<file path="src/rtl/modk_pkg.sv">
package modk_pkg;

  typedef enum logic {
    CLR_IMMEDIATE = 1'b0,
    CLR_SYNC      = 1'b1
  } clrStyle_e;

  typedef struct packed {
    logic advance;
    logic clear;
  } ctrlStrobe_t;

  function automatic logic [31:0] binToBcd(input int unsigned value);
    logic [31:0] packed_digits;
    int unsigned rest;
    packed_digits = '0;
    rest = value;
    for (int d = 0; d < 8; d++) begin
      packed_digits[4*d +: 4] = 4'(rest % 10);
      rest = rest / 10;
    end
    return packed_digits;
  endfunction

  function automatic int unsigned bcdToBin(input logic [31:0] digits);
    int unsigned acc;
    acc = 0;
    for (int d = 7; d >= 0; d--) begin
      acc = acc * 10 + int'(digits[4*d +: 4]);
    end
    return acc;
  endfunction

endpackage

</file>
<file path="src/rtl/modk_datapath.sv">
module modk_datapath
  import modk_pkg::*;
#(
  parameter int WIDTH = 4,
  parameter bit BCD   = 1'b0
) (
  input  logic              clk,
  input  logic              rst_n,
  input  ctrlStrobe_t       strobe,
  output logic [WIDTH-1:0]  countQ,
  output logic [WIDTH-1:0]  incValue
);

  localparam int DIGITS = WIDTH / 4;

  generate
    if (BCD) begin : g_bcdInc
      logic [DIGITS-1:0] carryIn;
      assign carryIn[0] = 1'b1;
      for (genvar g = 0; g < DIGITS; g++) begin : g_digit
        logic [3:0] digit;
        logic       atNine;
        assign digit  = countQ[4*g +: 4];
        assign atNine = (digit == 4'd9);
        assign incValue[4*g +: 4] = carryIn[g] ? (atNine ? 4'd0 : digit + 4'd1) : digit;
        if (g < DIGITS - 1) begin : g_carry
          assign carryIn[g+1] = carryIn[g] & atNine;
        end
        AST_DIGIT_RANGE: assert property (@(posedge clk) disable iff (!rst_n)
          digit <= 4'd9);
      end
    end else begin : g_binInc
      assign incValue = countQ + WIDTH'(1);
    end
  endgenerate

  always_ff @(posedge clk or negedge rst_n) begin
    if (!rst_n) begin
      countQ <= '0;
    end else if (strobe.clear) begin
      countQ <= '0;
    end else if (strobe.advance) begin
      countQ <= incValue;
    end
  end

  AST_HOLD_IDLE: assert property (@(posedge clk) disable iff (!rst_n)
    !strobe.advance && !strobe.clear |=> $stable(countQ));

endmodule

</file>
<file path="src/rtl/modk_control.sv">
module modk_control
  import modk_pkg::*;
#(
  parameter int        WIDTH       = 4,
  parameter int        MODULUS     = 13,
  parameter clrStyle_e CLEAR_STYLE = CLR_IMMEDIATE,
  parameter bit        BCD         = 1'b0
) (
  input  logic              clk,
  input  logic              rst_n,
  input  logic              en,
  input  logic [WIDTH-1:0]  countQ,
  input  logic [WIDTH-1:0]  incValue,
  output ctrlStrobe_t       strobe,
  output logic              termCount
);

  localparam logic [WIDTH-1:0] TOP_ENC =
    BCD ? WIDTH'(binToBcd(MODULUS)) : WIDTH'(MODULUS);
  localparam logic [WIDTH-1:0] LAST_ENC =
    BCD ? WIDTH'(binToBcd(MODULUS - 1)) : WIDTH'(MODULUS - 1);
  localparam logic [WIDTH-1:0] DETECT_PATTERN =
    (CLEAR_STYLE == CLR_SYNC) ? LAST_ENC : TOP_ENC;

  logic [WIDTH-1:0] detSrc;
  logic [WIDTH-1:0] hitBits;
  logic             clearN;

  assign detSrc = (CLEAR_STYLE == CLR_SYNC) ? countQ : incValue;

  generate
    for (genvar i = 0; i < WIDTH; i++) begin : g_tap
      if (DETECT_PATTERN[i]) begin : g_used
        assign hitBits[i] = detSrc[i];
      end else begin : g_ignored
        assign hitBits[i] = 1'b1;
      end
    end
  endgenerate

  assign clearN         = ~&hitBits;
  assign strobe.advance = en;
  assign strobe.clear   = en & ~clearN;
  assign termCount      = en && (countQ == LAST_ENC);

  AST_CLEAR_AT_LAST: assert property (@(posedge clk) disable iff (!rst_n)
    (en && !clearN) |-> (countQ == LAST_ENC));
  AST_TC_NEEDS_EN: assert property (@(posedge clk) disable iff (!rst_n)
    termCount |-> en);

endmodule

</file>
<file path="src/rtl/modk_counter.sv">
module modk_counter
  import modk_pkg::*;
#(
  parameter int        WIDTH       = 4,
  parameter int        MODULUS     = 13,
  parameter clrStyle_e CLEAR_STYLE = CLR_IMMEDIATE,
  parameter bit        BCD         = 1'b0
) (
  input  logic             clk,
  input  logic             rst_n,
  input  logic             en,
  output logic [WIDTH-1:0] count,
  output logic             divOut,
  output logic             termCount
);

  ctrlStrobe_t      strobe;
  logic [WIDTH-1:0] countQ;
  logic [WIDTH-1:0] incValue;
  int unsigned      countValue;

  modk_datapath #(.WIDTH(WIDTH), .BCD(BCD)) u_datapath (
    .clk      (clk),
    .rst_n    (rst_n),
    .strobe   (strobe),
    .countQ   (countQ),
    .incValue (incValue)
  );

  modk_control #(
    .WIDTH(WIDTH), .MODULUS(MODULUS), .CLEAR_STYLE(CLEAR_STYLE), .BCD(BCD)
  ) u_control (
    .clk       (clk),
    .rst_n     (rst_n),
    .en        (en),
    .countQ    (countQ),
    .incValue  (incValue),
    .strobe    (strobe),
    .termCount (termCount)
  );

  assign count      = countQ;
  assign divOut     = countQ[WIDTH-1];
  assign countValue = BCD ? bcdToBin(32'(countQ)) : 32'(countQ);

  AST_BELOW_MODULUS: assert property (@(posedge clk) disable iff (!rst_n)
    countValue < MODULUS);
  AST_STEP_ONE: assert property (@(posedge clk) disable iff (!rst_n)
    (en && !termCount) |=> countValue == $past(countValue) + 1);
  AST_WRAP_ZERO: assert property (@(posedge clk) disable iff (!rst_n)
    termCount |=> countValue == 0);

endmodule

</file>
<file path="config.mk">
export PLATFORM = sky130hd
export DESIGN_NAME = modk_counter
export DESIGN_NICKNAME = d
export VERILOG_FILES = /design/src/rtl/modk_pkg.sv /design/src/rtl/modk_datapath.sv /design/src/rtl/modk_control.sv /design/src/rtl/modk_counter.sv
export SDC_FILE = /design/constraint.sdc
export NUM_CORES = 1
export LEC_CHECK = 0
export ABC_AREA = 0
export BUFFER_PORTS_ARGS = -buffer_cell sky130_fd_sc_hd__buf_2
export CAP_MARGIN = 5
export CORE_AREA = 2 2 39 41
export DETAILED_ROUTE_END_ITERATION = 8
export DIE_AREA = 0 0 41 43
export PLACE_DENSITY = 0.42
export SYNTH_ARGS = -nofsm -noshare
export SYNTH_HDL_FRONTEND = slang
export SYNTH_HIERARCHICAL = 1
export SYNTH_SLANG_ARGS = --single-unit
</file>
<file path="constraint.sdc">
create_clock -name clk -period 2 [get_ports clk]
set_clock_uncertainty 0.2 [all_clocks]
set_input_delay 0.2 -clock clk [delete_from_list [all_inputs] [get_ports clk]]
set_output_delay 0.2 -clock clk [all_outputs]
set_load 0.005 [all_outputs]
</file>
==> metrics.yaml <==
status: "finished clean"
final_common_cell: "buf_2"
antenna_found_initial: 0
grt_overflow_total: 0
grt_max_degree: 8
numPortBuffers: 8
endpoint_kind: "register"
die_width_um: 41
post_dp_cell_area_um2: 300
dieArea_mm2: 0.00176
cts_tree: "yes"
cts_root_buffer: "clkbuf_4"
wl_met1_um: 223
met2_length_um: 243
vias_per_cell: 4.10
finalMaxSlewViolations: 0
reg.largest.list: "u_datapath/countQ: 4 flops"
fin_nets: 41
postLayoutCoreUtil_pct: 24.1
cts_resized: 0
ant_nets: 0
path_max_fanout: 7
largest_reg_flops: 4
syn-instance-count: 25
synth_nets: 29
drt-initial-drc-count: 6
worstHoldPathType: "in2async"
clk_latency_ns: 0.23
cts_num_sinks: 4
fill_cells: 159
synth.area.top_cells: "dfrtp_1 39%, and4_1 6.9%, xnor2_1 6.9%"
ys_warn_count: 6
mostFrequentLayoutCells: "8 x buf_2, 4 x nor2_1, 4 x dfrtp_1, 3 x clkbuf_4"
gp_congestion: 0.616
synth_seq_cells: 4
avgRoutedWirePerCell_um: 10.3
grtUsageTotal_pct: 7.44
post_cts_buffers: 0
synth.top_cell.area_share_pct: 39.2
drive_above_1_share_pct: 37.1
regMostFlops: "u_datapath/countQ"
firstDrtPassIters: 3
highest_layer: "met3"
period_share_pct: 88.5
grt_pass1_wl_um: 779
synth_largest_area_cell: "dfrtp_1"
synthToLayoutAreaGrowth_pct: 30.4
required_ns: 1.91
ir_drop_mv: 0.311
clk_pin_slew_ns: 0.04
die_h_um: 43
critPathArrivalTime_ns: 1.68
p_leak_uw: 0.000167
antenna_cells: 0
maxCapViolCount: 0
rows: 14
start_util_pct: 18.4
rsz0062_at_grt: "false"
finalWirelength_um: 523
cts_max_path_buffers: 2
cts.htree.levels: 1
total_power_uw: 514
hold_violations: 0
fin_crit_ns: 1.77
syn_area_per_cell_um2: 10.2
cts_buffers: 3
ys_types: 16
stdcell_area_um2: 333
worstMarginPinSlew_ns: 0.219
vias: 209
cp-start-kind: "register"
critPathKind: "reg2reg"
tns_ns: 0
powerDensity_mw_per_mm2: 1540
drc_errors: 0
core_area_mm2: 0.00138
dp_cells: 47
relSlewSlack_pct: 85.4
finalSetupViolCount: 0
synth_seq_area_share_pct: 39.2
syn_area_um2: 255
ios: 9
final_cell_count_no_fill: 51
wl_met3_um: 57
grt_pass1_vias: 194
fmax_mhz: 565
power breakdown:
group	switching [uW]	internal (uW)	total, uW
registers	67.0	123	189
clock network	33.9	67.2	101
logic	92.5	131	223
cell families after synthesis:
family                   count (synthesis)  share of synthesized area, %
AND/OR/NAND/NOR                         10                          22.6
XOR/XNOR                                 3                          10.3
buffers and inverters                    3                          7.35
AO/OA/AOI/OAI                            2                          5.88
flip-flops                               4                          39.2
adder cells (fa/ha/maj)                  1                          4.90
multiplexers                             2                          9.80
repair_timing:
action | in CTS | in global routing
hold buffers | 1 | 0
setup endpoints to repair | 0 | 0
hold endpoints to repair | 4 | 0
cells in the mapped netlist, drive strengths merged:
cell and n:
dfrtp 4, nor2 4, and4 2, buf 2, xnor2 2, a21bo 1, a21oi 1, ha 1
inv 1, mux2 1, mux2i 1, nand3 1, nand3b 1, nand4 1, nor2b 1, xor2 1
routing by layer:
| metal | global-route usage (%) | up-vias |
|---|---|---|
| met2 | 9.38 | 7 |
| met3 | 6.28 | 0 |
| met5 | 0 | - |
| met1 | 7.44 | 94 |
| li1 | - | 108 |
| met4 | 6.00 | 0 |
final cells by class:
type / instances / area [um^2] / share of cell area (%)
clock buffers: 3 / 22.5 / 6.77
repair buffers: 9 / 50.0 / 15.0
flip-flops and latches: 4 / 100 / 30.1
inverters: 1 / 3.75 / 1.13
multi-input cells: 18 / 136 / 41.0
well taps: 16 / 20.0 / 6.02
critical path, cell delays in order, from the launching register on:
cell     delay, ns
dfrtp_1       0.44
ha_1          0.27
xor2_1        0.12
and4_1        0.28
nor2_1        0.07
mux2_4        0.26
path summary, 6_finish.rpt:
path                                                  start                          endpoint  slack (ns)  cells after the start
min in group clk                                         en  u_datapath/countQ[0]$_DFFE_PN0P_        0.11                      3
setup / recovery           u_datapath/countQ[0]$_DFFE_PN0P_  u_datapath/countQ[3]$_DFFE_PN0P_        0.23                      5
hold reg to reg            u_datapath/countQ[0]$_DFFE_PN0P_  u_datapath/countQ[0]$_DFFE_PN0P_        0.46                      2
hold / removal                                        rst_n  u_datapath/countQ[2]$_DFFE_PN0P_        0.11                      2
max in group asynchronous                             rst_n  u_datapath/countQ[0]$_DFFE_PN0P_        1.36                      2
setup reg to reg           u_datapath/countQ[0]$_DFFE_PN0P_  u_datapath/countQ[3]$_DFFE_PN0P_        0.23                      5
through the flow:
step	hold slack [ns]	setup slack, ns
after floorplan	-0.296	0.323
after global placement	-0.190	0.240
after detailed placement	-0.189	0.225
after CTS	0.0978	0.217
after global routing	0.113	0.130
final	0.113	0.231
(Power assumes the default switching activity.)
